<file path="config.mk">
export PLATFORM = sky130hd
export DESIGN_NAME = alu8_stream_unit
export DESIGN_NICKNAME = d
export VERILOG_FILES = /design/src/rtl/alu8_pkg.sv /design/src/rtl/alu8_arith.sv /design/src/rtl/alu8_shift.sv /design/src/rtl/alu8_logic.sv /design/src/rtl/alu8_stream_unit.sv
export SDC_FILE = /design/constraint.sdc
export NUM_CORES = 1
export LEC_CHECK = 0
export ABC_AREA = 1
export BUFFER_PORTS_ARGS = -buffer_cell sky130_fd_sc_hd__buf_2
export CORE_MARGIN = 4
export CORE_UTILIZATION = 62
export CTS_BUF_LIST = sky130_fd_sc_hd__clkbuf_4 sky130_fd_sc_hd__clkbuf_8 sky130_fd_sc_hd__clkbuf_16
export CTS_CLUSTER_SIZE = 16
export DETAILED_ROUTE_END_ITERATION = 16
export PLACE_DENSITY = 0.84
export SETUP_SLACK_MARGIN = 0.3
export SYNTH_ARGS = -nofsm -noshare
export SYNTH_HDL_FRONTEND = slang
export SYNTH_SLANG_ARGS = --single-unit
</file>
<file path="constraint.sdc">
create_clock -name clk -period 4.9 [get_ports clk]
set_input_delay 0 -clock clk [delete_from_list [all_inputs] [get_ports clk]]
set_output_delay 0 -clock clk [all_outputs]
set_load 0.005 [all_outputs]
</file>
<file path="src/rtl/alu8_pkg.sv">
package alu8_pkg;
  localparam int DIGITS = 2;
  localparam int DW     = 4 * DIGITS;

  typedef enum logic [3:0] {
    OP_ADD = 4'd0,
    OP_SUB = 4'd1,
    OP_AND = 4'd2,
    OP_OR  = 4'd3,
    OP_XOR = 4'd4,
    OP_CMP = 4'd5,
    OP_BIT = 4'd6,
    OP_ASL = 4'd7,
    OP_LSR = 4'd8,
    OP_ROL = 4'd9,
    OP_ROR = 4'd10,
    OP_INC = 4'd11,
    OP_DEC = 4'd12,
    OP_PS1 = 4'd13,
    OP_PS2 = 4'd14,
    OP_PS3 = 4'd15
  } alu_op_e;

  typedef struct packed {
    logic n;
    logic z;
    logic c;
    logic v;
  } flags_t;
endpackage

</file>
<file path="src/rtl/alu8_arith.sv">
module alu8_arith
  import alu8_pkg::*;
(
  input  logic [DW-1:0] a,
  input  logic [DW-1:0] m,
  input  logic          c_in,
  input  logic          dec,
  input  logic          sub,
  output logic [DW-1:0] res,
  output logic          c_out,
  output logic          v_out
);
  logic [DW-1:0] mm;
  logic [DW:0]   bin_sum;
  logic          bin_v;
  logic [DW-1:0] dadd_res;
  logic [DW-1:0] dsub_res;
  logic          dadd_cy;

  assign mm      = sub ? ~m : m;
  assign bin_sum = {1'b0, a} + {1'b0, mm} + {{DW{1'b0}}, c_in};
  assign bin_v   = ~(a[DW-1] ^ mm[DW-1]) & (a[DW-1] ^ bin_sum[DW-1]);

  // Decimal add: per-digit carry chain with +6 fix-up
  always_comb begin
    logic [5:0] s;
    logic       cy;
    cy       = c_in;
    dadd_res = '0;
    for (int i = 0; i < DIGITS; i++) begin
      s = {2'b00, a[4*i +: 4]} + {2'b00, m[4*i +: 4]} + {5'b0, cy};
      if (s > 6'd9) s = s + 6'd6;
      dadd_res[4*i +: 4] = s[3:0];
      cy = (s >= 6'd16);
    end
    dadd_cy = cy;
  end

  // Decimal subtract: per-digit borrow chain with -6 fix-up
  always_comb begin
    logic [4:0] d;
    logic       bw;
    bw       = ~c_in;
    dsub_res = '0;
    for (int i = 0; i < DIGITS; i++) begin
      d = {1'b0, a[4*i +: 4]} - {1'b0, m[4*i +: 4]} - {4'b0, bw};
      if (d[4]) d = d - 5'd6;
      dsub_res[4*i +: 4] = d[3:0];
      bw = d[4];
    end
  end

  always_comb begin
    if (!dec) begin
      res   = bin_sum[DW-1:0];
      c_out = bin_sum[DW];
      v_out = bin_v;
    end else if (sub) begin
      res   = dsub_res;
      c_out = bin_sum[DW];
      v_out = 1'b0;
    end else begin
      res   = dadd_res;
      c_out = dadd_cy;
      v_out = 1'b0;
    end
  end
endmodule

</file>
<file path="src/rtl/alu8_shift.sv">
module alu8_shift
  import alu8_pkg::*;
(
  input  alu_op_e       op,
  input  logic [DW-1:0] a,
  input  logic          c_in,
  output logic [DW-1:0] res,
  output logic          c_out
);
  always_comb begin
    res   = a;
    c_out = c_in;
    unique case (op)
      OP_ASL:  {c_out, res} = {a, 1'b0};
      OP_LSR:  {res, c_out} = {1'b0, a};
      OP_ROL:  {c_out, res} = {a, c_in};
      OP_ROR:  {res, c_out} = {c_in, a};
      default: begin
        res   = a;
        c_out = c_in;
      end
    endcase
  end
endmodule

</file>
<file path="src/rtl/alu8_logic.sv">
module alu8_logic
  import alu8_pkg::*;
(
  input  alu_op_e       op,
  input  logic [DW-1:0] a,
  input  logic [DW-1:0] m,
  input  logic          c_in,
  output logic [DW-1:0] res,
  output logic          c_out
);
  logic [DW:0] diff;
  assign diff = {1'b0, a} - {1'b0, m};

  always_comb begin
    c_out = c_in;
    unique case (op)
      OP_AND:  res = a & m;
      OP_OR:   res = a | m;
      OP_XOR:  res = a ^ m;
      OP_INC:  res = a + {{(DW-1){1'b0}}, 1'b1};
      OP_DEC:  res = a - {{(DW-1){1'b0}}, 1'b1};
      OP_CMP: begin
        res   = diff[DW-1:0];
        c_out = ~diff[DW];
      end
      default: res = a;
    endcase
  end
endmodule

</file>
<file path="src/rtl/alu8_stream_unit.sv">
module alu8_stream_unit
  import alu8_pkg::*;
(
  input  logic         clk,
  input  logic         rst_n,
  input  logic         in_valid,
  output logic         in_ready,
  input  logic [3:0]   in_op,
  input  logic [7:0]   in_reg,
  input  logic [7:0]   in_opnd,
  input  logic         in_c,
  input  logic         in_v,
  input  logic         in_dec,
  output logic         out_valid,
  input  logic         out_ready,
  output logic [7:0]   out_result,
  output logic         out_n,
  output logic         out_z,
  output logic         out_c,
  output logic         out_v
);
  alu_op_e       op;
  logic [DW-1:0] ar_res, sh_res, lg_res;
  logic          ar_c, ar_v, sh_c, lg_c;
  logic [DW-1:0] nx_res;
  flags_t        nx_flg;
  logic          fire;
  alu_op_e       out_op;

  assign op = alu_op_e'(in_op);

  alu8_arith u_arith (
    .a(in_reg), .m(in_opnd), .c_in(in_c), .dec(in_dec),
    .sub(op == OP_SUB), .res(ar_res), .c_out(ar_c), .v_out(ar_v)
  );

  alu8_shift u_shift (
    .op(op), .a(in_reg), .c_in(in_c), .res(sh_res), .c_out(sh_c)
  );

  alu8_logic u_logic (
    .op(op), .a(in_reg), .m(in_opnd), .c_in(in_c), .res(lg_res), .c_out(lg_c)
  );

  always_comb begin
    nx_flg.v = in_v;
    unique case (op)
      OP_ADD, OP_SUB: begin
        nx_res   = ar_res;
        nx_flg.c = ar_c;
        nx_flg.v = ar_v;
      end
      OP_ASL, OP_LSR, OP_ROL, OP_ROR: begin
        nx_res   = sh_res;
        nx_flg.c = sh_c;
      end
      OP_BIT: begin
        nx_res   = in_reg;
        nx_flg.c = in_c;
        nx_flg.v = in_opnd[DW-2];
      end
      default: begin
        nx_res   = lg_res;
        nx_flg.c = lg_c;
      end
    endcase
    if (op == OP_BIT) begin
      nx_flg.n = in_opnd[DW-1];
      nx_flg.z = ((in_reg & in_opnd) == '0);
    end else begin
      nx_flg.n = nx_res[DW-1];
      nx_flg.z = (nx_res == '0);
    end
  end

  assign in_ready = !out_valid || out_ready;
  assign fire     = in_valid && in_ready;

  always_ff @(posedge clk) begin
    if (!rst_n) begin
      out_valid  <= 1'b0;
      out_result <= '0;
      {out_n, out_z, out_c, out_v} <= '0;
      out_op     <= OP_ADD;
    end else begin
      if (fire) begin
        out_valid  <= 1'b1;
        out_result <= nx_res;
        {out_n, out_z, out_c, out_v} <= nx_flg;
        out_op     <= op;
      end else if (out_ready) begin
        out_valid  <= 1'b0;
      end
    end
  end

  // N/Z follow the registered result except for bit test
  assert_nz_follow_R1: assert property (@(posedge clk) disable iff (!rst_n)
    (out_valid && out_op != OP_BIT) |-> (out_n == out_result[7] && out_z == (out_result == 8'd0)));

  // stalled output holds
  assert_stall_hold_R2: assert property (@(posedge clk) disable iff (!rst_n)
    (out_valid && !out_ready) |=> (out_valid && $stable(out_result) && $stable(out_c)));

  // decimal add/subtract never report overflow
  assert_dec_no_overflow_R10: assert property (@(posedge clk) disable iff (!rst_n)
    (fire && in_dec && (op == OP_ADD || op == OP_SUB)) |=> !out_v);

  // shift left carries out old bit 7
  assert_asl_carry_R5: assert property (@(posedge clk) disable iff (!rst_n)
    (fire && op == OP_ASL) |=> (out_c == $past(in_reg[7])));

  // bit test keeps the register and copies operand bit 6 to V
  assert_bit_keep_R6: assert property (@(posedge clk) disable iff (!rst_n)
    (fire && op == OP_BIT) |=> (out_result == $past(in_reg) && out_v == $past(in_opnd[6])));

  // compare carry is unsigned greater-or-equal
  assert_cmp_carry_R7: assert property (@(posedge clk) disable iff (!rst_n)
    (fire && op == OP_CMP) |=> (out_c == ($past(in_reg) >= $past(in_opnd))));
endmodule

</file>
=== Word level (Yosys, flattened, before mapping) ===
Cells that the tools add are included.

* Bits in registers: 13
* Bits of input ports: 27
* Output and inout port bits: 14
* Word-level logic and storage cells: 80

* Add/subtract/negate cells: 17
* $lt $le $gt $ge: 4
* Eq/ne operators: 12
* Muxes and demuxes: 20
* Bitwise operators: 10
* Reduce and logical (&&, ||, !) cells: 11

{| class="wikitable"
|+ Operator list
! kind !! number
|-
| $pmux 8 s6 || 1
|-
| $pmux 8 s4 || 1
|-
| $mux 8 || 3
|-
| $pmux 8 s3 || 1
|-
| $eq 4x4->1 const B || 5
|-
| $eq 4x3->1 const B || 4
|-
| $logic_not 8->1 || 2
|-
| $add 6x1->6 || 2
|-
| $add 6x3->6 const B || 2
|-
| $ge 6x5->1 const B || 2
|-
| $gt 6x4->1 const B || 2
|-
| $mux 6 || 2
|-
| $add 4x4->5 || 2
|-
| $sub 4x4->5 || 2
|-
| $sub 5x1->5 || 2
|-
| $add 8x8->9 || 1
|-
| $add 9x1->9 || 1
|-
| $sub 8x8->9 || 1
|-
| $add 8x1->8 const B || 1
|-
| $and 8x8->8 || 1
|-
| $eq 4x2->1 const B || 2
|-
| $not 8->8 || 1
|-
| $or 8x8->8 || 1
|-
| $sub 8x1->8 const B || 1
|-
| other kinds (20) || 31
|}

=== Logic depth before layout (Yosys ltp) ===
Gate-level depths: netlist of run 1.

* Word-level depth: 13
* Mapped depth: 31
* Mapped depth without buffers: 31

=== Hierarchy ===
Synthesis of run 1 repeated with hierarchy kept, for this count alone.

* Cells, all modules: 738
* Area total of the unflattened synthesis: 4335.4 µm²

{| class="wikitable"
|+ By module, submodules not included
! module !! instances !! cells each !! area each (µm²) !! seq. area each (µm²)
|-
| alu8_arith || 1 || 288 || 1767.9 || 0.0
|-
| alu8_logic || 1 || 218 || 1308.8 || 0.0
|-
| alu8_stream_unit || 1 || 167 || 960.9 || 260.2
|-
| alu8_shift || 1 || 65 || 297.8 || 0.0
|}

=== Least setup slack after synthesis of run 1 ===
No wires, ideal clock.

* Kind: input to register
* Start: in in_reg[0]
* End: reg out_result[7]
* Setup time: 0.116 ns
* Arrival: 4.270 ns
* Required time: 4.784 ns
* Slack: 0.514 ns
* Stages: 29
* Path buffers: 0
* Path through: inv_1 -> fa_1 -> inv_1 -> ha_1 -> nor2_1 -> fa_1 -> nand2_1 -> a21o_1 -> xnor2_1 -> nand2_1 -> fa_1 -> inv_1 -> ha_1 -> or2_2 -> fa_1 -> nand2_1 -> nand2_1 -> ha_1 -> nand3b_1 -> nor2_1 -> nor2_1 -> nor2_1 -> nand2_1 -> nand3_1 -> nand2_1 -> nor2_2 -> nand2_1 -> o211ai_1 -> inv_1

* Cells in the longest elaborated chain, start to end: 11
* Elaborated cells on any way between the ends: 26
* Classes of those cells: 15 x add/sub; 3 x order compare; 8 x mux

{| class="wikitable"
|+ Ends and longest elaborated chain
! what !! line !! source
|-
| start, declared || alu8_stream_unit.sv:9 || <nowiki>input logic [7:0] in_reg,</nowiki>
|-
| $add 4x4->5 || alu8_arith.sv:31 || <nowiki>s = {2'b00, a[4*i +: 4]} + {2'b00, m[4*i +: 4]} + {5'b0, cy};</nowiki>
|-
| $add 6x1->6 || alu8_arith.sv:31 ||
|-
| $add 6x3->6 / $gt 6x4->1 (equally long branches) || alu8_arith.sv:32 || <nowiki>if (s > 6'd9) s = s + 6'd6;</nowiki>
|-
| $mux 6 || alu8_arith.sv:32 ||
|-
| $ge 6x5->1 || alu8_arith.sv:34 || <nowiki>cy = (s >= 6'd16);</nowiki>
|-
| $add 6x1->6 || alu8_arith.sv:31 ||
|-
| $add 6x3->6 / $gt 6x4->1 (equally long branches) || alu8_arith.sv:32 ||
|-
| $mux 6 || alu8_arith.sv:32 ||
|-
| $mux 8 || alu8_arith.sv:58 || <nowiki>end else if (sub) begin</nowiki>
|-
| $mux 8 || alu8_arith.sv:54 || <nowiki>if (!dec) begin</nowiki>
|-
| $pmux 8 s3 * || alu8_stream_unit.sv:47 || <nowiki>unique case (op)</nowiki>
|-
| end signal, assigned || alu8_stream_unit.sv:88 || <nowiki>out_result <= nx_res;</nowiki>
|-
| end, declared || alu8_stream_unit.sv:16 || <nowiki>output logic [7:0] out_result,</nowiki>
|}

Every way passes the cells marked *; elsewhere a longest branch is shown, timed or not.
A chain may end at the register's enable or synchronous reset.

=== Final worst setup path of run 1 ===
* Start: in in_c
* End: reg out_z

* Cells in the longest elaborated chain, start to end: 12
* Elaborated cells on any way between the ends: 23
* Classes of those cells: 9 x add/sub; 3 x order compare; 9 x mux; 1 x bitwise; 1 x reduce/logical

{| class="wikitable"
|+ Ends and longest elaborated chain
! what !! line !! source
|-
| start, declared || alu8_stream_unit.sv:11 || <nowiki>input logic in_c,</nowiki>
|-
| $add 6x1->6 / $not 1->1 (equally long branches) || alu8_arith.sv:31, alu8_arith.sv:43 ||
|-
| $add 6x3->6, or another cell as far along || alu8_arith.sv:32 ||
|-
| $mux 6 / $sub 5x3->5 (equally long branches) || alu8_arith.sv:32, alu8_arith.sv:47 ||
|-
| $ge 6x5->1 / $mux 5 (equally long branches) || alu8_arith.sv:34, alu8_arith.sv:47 ||
|-
| $add 6x1->6 / $sub 5x1->5 (equally long branches) || alu8_arith.sv:31, alu8_arith.sv:46 ||
|-
| $add 6x3->6, or another cell as far along || alu8_arith.sv:32 ||
|-
| $mux 6 / $mux 4 (equally long branches) || alu8_arith.sv:32, alu8_arith.sv:47 ||
|-
| $mux 8 || alu8_arith.sv:58 ||
|-
| $mux 8 || alu8_arith.sv:54 ||
|-
| $pmux 8 s3 * || alu8_stream_unit.sv:47 ||
|-
| $logic_not 8->1 * || alu8_stream_unit.sv:72 || <nowiki>nx_flg.z = (nx_res == '0);</nowiki>
|-
| $mux 2 * || alu8_stream_unit.sv:67 || <nowiki>if (op == OP_BIT) begin</nowiki>
|-
| end signal, assigned || alu8_stream_unit.sv:89 || <nowiki>{out_n, out_z, out_c, out_v} <= nx_flg;</nowiki>
|-
| end, declared || alu8_stream_unit.sv:18 || <nowiki>output logic out_z,</nowiki>
|}

Marks and branches as above.

==> impl_metrics.ini, run 1 <==
[finish]
multi_input_area_mm2 = 0.00325
diodes = 0
area.growth.synth_to_final_pct = 13.3
final_cell_mix = 129 x nand2_1, 92 x inv_1, 62 x nand3_1, 52 x ha_1, 49 x nor2_1
fillers = 532
final_common_cell = nand2_1
drive_above_1_share = 0.161
seqCellArea_um2 = 260
nets = 769
finalInstanceArea_mm2 = 0.00435

[yosys]
synth_area_leaders = ha_1 18%, nand2_1 13%, inv_1 9.4%
synth-simple-area-share = 0.353
synth_area_mm2 = 0.00383
synth-compound-area-share = 0.175
synth_edf_count = 0
yosysTopAreaCell = ha_1
ys_ff_latch = 13
synth_xor_xnor_area_share = 0.0525
synth_top_family_by_area = simple AND/OR/NAND/NOR gates
async_reset_ff_frac = 0
syn-instance-count = 628
yosysWarnings = 0
ys_seq_area_frac = 0.0679
synth_top_area_frac = 0.183
yosys.area_share.adder = 0.235
synth_cell_types = 49
syn-num-nets = 721
yosys-mux-area-fraction = 0
avgSynthCellArea_um2 = 6.11
ys.flop_type = dfxtp_1

[cts]
clock_sinks = 13
htree_levels = 1
path_clk_slew_ns = 0.06
cts_tree = yes
ctsRootBufferMaster = clkbuf_8
clkLatencyLatePin_ns = 0.25
holdBufCountCts = 0
cts_buffer_depth = 2
cts_made_buffers = 3

[detailed_routing]
drtAntennaViolNets = 0
drtIter0Drc = 423
drc = 0
vias = 4509
wire_per_inst_um = 16.6
wl_um = 12500
dr.pass1.iters = 5
vias_per_cell = 6.01

[placement]
place_area_mm2 = 0.00412
post-place-ws_ns = 0.0560
post-dp-hpwl_um = 9770
routabilityCongestion = 1.04
numPortBuffers = 40

[timing]
setup_tns_ns = 0
worst_slew_pin_slew_ns = 0.570
skew_ns = 0.00341
setup_slack_ns = 0.302
setup_viol = 0
min_period_ns = 4.60
hold_viol = 0
grt_setup_unrepaired = yes
relSlewSlack = 0.619
holdWs_ns = 0.0484
fmax_ghz = 0.217
fin_crit_sh = 0.938
slew_viol_final = 0

[worst_setup_path]
cp-end-kind = flip-flop
slowest_stage = fa_2
required_ns = 5.09
cp-start-kind = input pin
cpPeakStageDelay_ns = 0.62
cp_max_fo = 4
crit_top_cell = nand2_2
critical_path_class = input pin to flip-flop
critical_path_arrival_ns = 4.79

[floorplan]
die_x_um = 86.6
die_h_um = 86.6
start_util = 0.644
core_mm2 = 0.00596
io_pins = 41
rows = 28
die-area_mm2 = 0.00751

[power_and_ir_drop]
p_leak_nw = 2.33
powerDensity_mw_per_mm2 = 192
vdd_drop_max_mv = 0.282

[grt]
grt_usage = 0.320
grt_overflow = 0
grt_pass1_vias = 4051
antenna_found_initial = 0
grt_max_degree = 19
grt_pass1_wl_um = 19100

[flow_run]
maxCapViolations = 0

[status]
status = finished, final reports clean

[min_path]
holdCritPathClass = input pin to flip-flop
cell usage after synthesis (all sizes together) (3+ instances only):
master  instances
nand3b          3
ha             56
a31oi           5
dfxtp          13
inv           104
or2             6
o211ai          6
nand2         141
buf             5
nor3            5
o22ai          10
fa             10
clkinv          4
nand4          18
o21bai          3
xor2           16
o221ai          3
nor2           57
a21oi          37
nand3          66
xnor2           7
o21ai          40
state kept, by name (all words and copies together), names as in the netlist:
signal,cells
out_n,1
out_v,1
out_valid,1
out_c,1
out_result,8
out_z,1
logic make-up (layout without fill, tap and decap cells):
kind of cell | count (synthesis) | count (layout)
xor gates and xnor gates | 23 | 23
buffers and inverters | 114 | 161
and+or+nand+nor | 298 | 298
AOI/OAI and AO/OA | 114 | 114
adders and majority gates | 66 | 66
DFF | 13 | 13
stage by stage:
stage	util	power, mW	cells
finish	0.730	0.834	750
global placement	0.692	0.648	741
floorplan	-	0.521	628
detailed placement	0.692	0.665	741
CTS	0.700	0.770	745
global route	0.730	0.900	750
final timing paths:
check / start / endpoint / slack (ns) / cells past startpoint
worst max-delay path: in_c / out_z$_SDFFE_PN0P_ / 0.30 / 31
worst min-delay path: out_ready / out_valid$_SDFFE_PN0P_ / 0.05 / 4
worst max register to register: out_valid$_SDFFE_PN0P_ / out_result[4]$_SDFFE_PN0P_ / 3.33 / 7
worst min register to register: out_n$_SDFFE_PN0P_ / out_n$_SDFFE_PN0P_ / 0.47 / 2
routing by layer:
layer | track usage | wire (um)
met3 | 0.0219 | 954
met5 | 0 | 0
met2 | 0.556 | 5950
met1 | 0.433 | 5250
met4 | 0.0708 | 311
critical path, delay by kind of cell:
| family | cells | cell delay, ns |
|---|---|---|
| compound gates | 4 | 0.59 |
| fa+ha+maj | 6 | 2.11 |
| xor+xnor | 1 | 0.20 |
| buf+inv | 6 | 0.40 |
| simple gates | 14 | 1.49 |
cell type report:
class	instances	area share
flip-flops and latches	13	0.0599
well taps	75	0.0216
multi-input cells	501	0.747
repair buffers	49	0.0645
clock buffers	4	0.0112
inverters	108	0.0959
power by group:
| part | leakage, nW | internal, mW | switching [mW] |
|---|---|---|---|
| clock network | 0.0262 | 0.0632 | 0.0421 |
| logic | 2.19 | 0.232 | 0.377 |
| registers | 0.108 | 0.116 | 0.00417 |
repair_timing:
action | 4_1_cts | 5_1_grt
setup endpoints to repair | 0 | 5
resized for setup | 0 | 45
buffers inserted | 0 | 5
Power figures use the tool's default switching activity.
==> run 2: changes to the inputs <==
--- a/config.mk
+++ b/config.mk
@@ -5,14 +5,14 @@
 export SDC_FILE = /design/constraint.sdc
 export NUM_CORES = 1
 export LEC_CHECK = 0
-export ABC_AREA = 1
+export ABC_AREA = 0
 export BUFFER_PORTS_ARGS = -buffer_cell sky130_fd_sc_hd__buf_2
 export CORE_MARGIN = 4
 export CORE_UTILIZATION = 62
 export CTS_BUF_LIST = sky130_fd_sc_hd__clkbuf_4 sky130_fd_sc_hd__clkbuf_8 sky130_fd_sc_hd__clkbuf_16
 export CTS_CLUSTER_SIZE = 16
 export DETAILED_ROUTE_END_ITERATION = 16
-export PLACE_DENSITY = 0.84
+export PLACE_DENSITY = 0.83
 export SETUP_SLACK_MARGIN = 0.3
 export SYNTH_ARGS = -nofsm -noshare
 export SYNTH_HDL_FRONTEND = slang
==> run 2 against run 1 <==
Effect of this change:
- critical path type unchanged
- clock-buffer cell count did not move
- clock power is 8% lower
- clock skew barely moved
- register-to-register slack lost 0.11 ns
- worst hold slack lost 0.038 ns
- setup slack worse by 0.15 ns
- area after synthesis is 10% higher
- synthesized cell count is 8.1% lower
- fmax fell by 3.2%
- critical path depth shrank 7
- total power grew 15%
==> impl_metrics.ini, run 2 <==
[yosys]
avgSynthCellArea_um2 = 7.33
yosysTopAreaCell = ha_1
synth_top_area_frac = 0.166
synth_cell_types = 79
yosysMostFrequentCell = ha_1
synth_area_leaders = ha_1 17%, dfxtp_1 6.2%, xnor2_1 5.4%
synth_area_mm2 = 0.00423
synth_common_cells = 56 x ha_1, 52 x nor2_1, 41 x inv_1, 39 x a21oi_1, 38 x nand2_1
syn-instance-count = 577
yosysWarnings = 0
syn-num-nets = 670
ys_ff_latch = 13
ys.flop_type = dfxtp_1
synth_edf_count = 0
ys_seq_area_frac = 0.0615
async_reset_ff_frac = 0

[finish]
final_cell_mix = 53 x ha_1, 51 x nor2_1, 39 x inv_1, 39 x buf_2, 38 x nand2_1
regMostFlops = out_result
final_common_cell = ha_1
finalInstanceArea_mm2 = 0.00477
largest_reg_flops = 8
utilization = 0.735
fillers = 516
area.growth.synth_to_final_pct = 12.8
seqCellArea_um2 = 260
diodes = 0
nets = 716
multi_input_area_mm2 = 0.00380
drive_above_1_share = 0.174

[power_and_ir_drop]
p_comb_frac = 0.775
power_frac_seq = 0.124
powerDensity_mw_per_mm2 = 201
netSwitchingFraction = 0.473
p_int_mw = 0.505
power.share.clock = 0.101
switchingPower_mw = 0.454
p_leak_nw = 2.10
vdd_drop_max_mv = 0.0918

[cts]
cts_buffer_depth = 2
path_clk_slew_ns = 0.05
htree_levels = 1
clock_sinks = 13
cts_made_buffers = 3
holdBufCountCts = 0
ctsRootBufferMaster = clkbuf_8
clkLatencyLatePin_ns = 0.24
cts_tree = yes

[placement]
numPortBuffers = 40
post-place-ws_ns = -0.194
place_area_mm2 = 0.00462
routabilityCongestion = 0.956
post-dp-hpwl_um = 10500

[timing]
skew_ns = 0.00318
min_period_ns = 4.75
holdWs_ns = 0.0106
worst_slew_pin_slew_ns = 0.765
slew_viol_final = 0
fin_crit_sh = 0.969
hold_viol = 0
setup_slack_ns = 0.151
grt_setup_unrepaired = yes
setup_viol = 0
relSlewSlack = 0.486
fmax_ghz = 0.211

[detailed_routing]
drc = 0
dr.pass1.iters = 5
wire_per_inst_um = 18.8
vias_per_cell = 6.80
vias = 4754
wl_um = 13100
drtIter0Drc = 483
drtAntennaViolNets = 0

[worst_setup_path]
critical_path_class = input pin to flip-flop
required_ns = 5.05
cpPeakStageDelay_ns = 0.56
critical_path_arrival_ns = 4.90
worstPathBufferInverterCount = 3
crit_path_cell_trace = buf_8 > clkinvlp_4 > fa_1 > ha_2 > nor2_4 > fa_2 > nand2b_1 > a21oi_2 > xnor2_2 > a21o_1 > fa_1 > inv_1 > ha_2 > or2_4 > fa_2 > xnor2_2 > ha_1 > a21oi_1 > o32ai_1 > o311ai_1 > a31oi_1 > a31oi_1 > nand4_1 > o31ai_2
reg2reg_slack_ns = 3.22
critical-path-top-delay-family = adder cells
slowest_stage = fa_1
cp-end-kind = flip-flop
cp_max_fo = 4
cp-start-kind = input pin

[grt]
grt_max_degree = 48
grt_usage = 0.311
grt_pass1_vias = 4390
grt_overflow = 0
antenna_found_initial = 0
grt_pass1_wl_um = 21200

[floorplan]
io_pins = 41
die_h_um = 90.6
die_x_um = 90.6
rows = 29
die-area_mm2 = 0.00821
core_mm2 = 0.00649
start_util = 0.651

[status]
status = finished, final reports clean

[flow_run]
maxCapViolations = 0

[min_path]
holdCritPathClass = input pin to flip-flop
run 2: cell types whose count changed in the layout (fill, tap and decap cells not counted), sizes merged, moves of 16 or more:
cell / previous run / this run
buf: 49 / 66
inv: 104 / 40
nand2: 141 / 38
nand3: 66 / 14
nand4: 18 / 2
xnor2: 7 / 26
run 2: cell type report:
class / instances / share of cell area
Clock buffer: 4 / 0.0102
Inverter: 41 / 0.0330
Multi-Input combinational cell: 498 / 0.797
Sequential cell: 13 / 0.0546
Tap cell: 77 / 0.0202
Timing Repair Buffer: 66 / 0.0850
run 2: path summary, 6_finish.rpt:
path / startpoint / endpoint / cells past startpoint
worst max-delay path: in_reg[0] / out_z$_SDFFE_PN0P_ / 24
worst min-delay path: in_valid / out_valid$_SDFFE_PN0P_ / 3
worst max register to register: out_valid$_SDFFE_PN0P_ / out_c$_SDFFE_PN0P_ / 5
worst min register to register: out_result[0]$_SDFFE_PN0P_ / out_result[0]$_SDFFE_PN0P_ / 2
run 2: cell families after synthesis:
| family | synth area share |
|---|---|
| multiplexers | 0.0101 |
| adder cells (fa/ha/maj) | 0.213 |
| AND/OR/NAND/NOR | 0.243 |
| flip-flops | 0.0615 |
| AO/OA/AOI/OAI | 0.331 |
| buffers and inverters | 0.0648 |
| XOR/XNOR | 0.0763 |
run 2: tightest hold or removal path, cell delays in order:
cell and delay (ns):
buf_2 0.11, inv_1 0.04, a21oi_1 0.05
run 2: what timing repair did:
action / CTS / global route
setup buffers: 1 / 1
gates resized for setup: 10 / 8
endpoints found under the setup margin: 4 / 5
pin swaps: 8 / 4
run 2: metrics by stage:
step	instances	setup TNS, ns	power [mW]
6_report	699	0	0.960
4_1_cts	698	0	0.919
3_3_place_gp	693	-0.0234	0.783
3_5_place_dp	693	-0.321	0.805
2_1_floorplan	577	0	0.613
5_1_grt	699	-0.0958	1.04
run 2: power by group through the flow:
stage	combinational, mW	clock [mW]	sequential (mW)
floorplan	0.491	0	0.122
global placement	0.663	0	0.120
detailed placement	0.684	0	0.121
CTS	0.703	0.0976	0.119
global route	0.812	0.105	0.120
finish	0.744	0.0968	0.119
run 2: metal layers:
layer / track usage / up-vias / share of wire
li1: - / 2237 / -
met1: 0.420 / 2190 / 0.41
met2: 0.504 / 281 / 0.45
met3: 0.0308 / 46 / 0.098
met4: 0.124 / 0 / 0.039
met5: 0 / - / 0
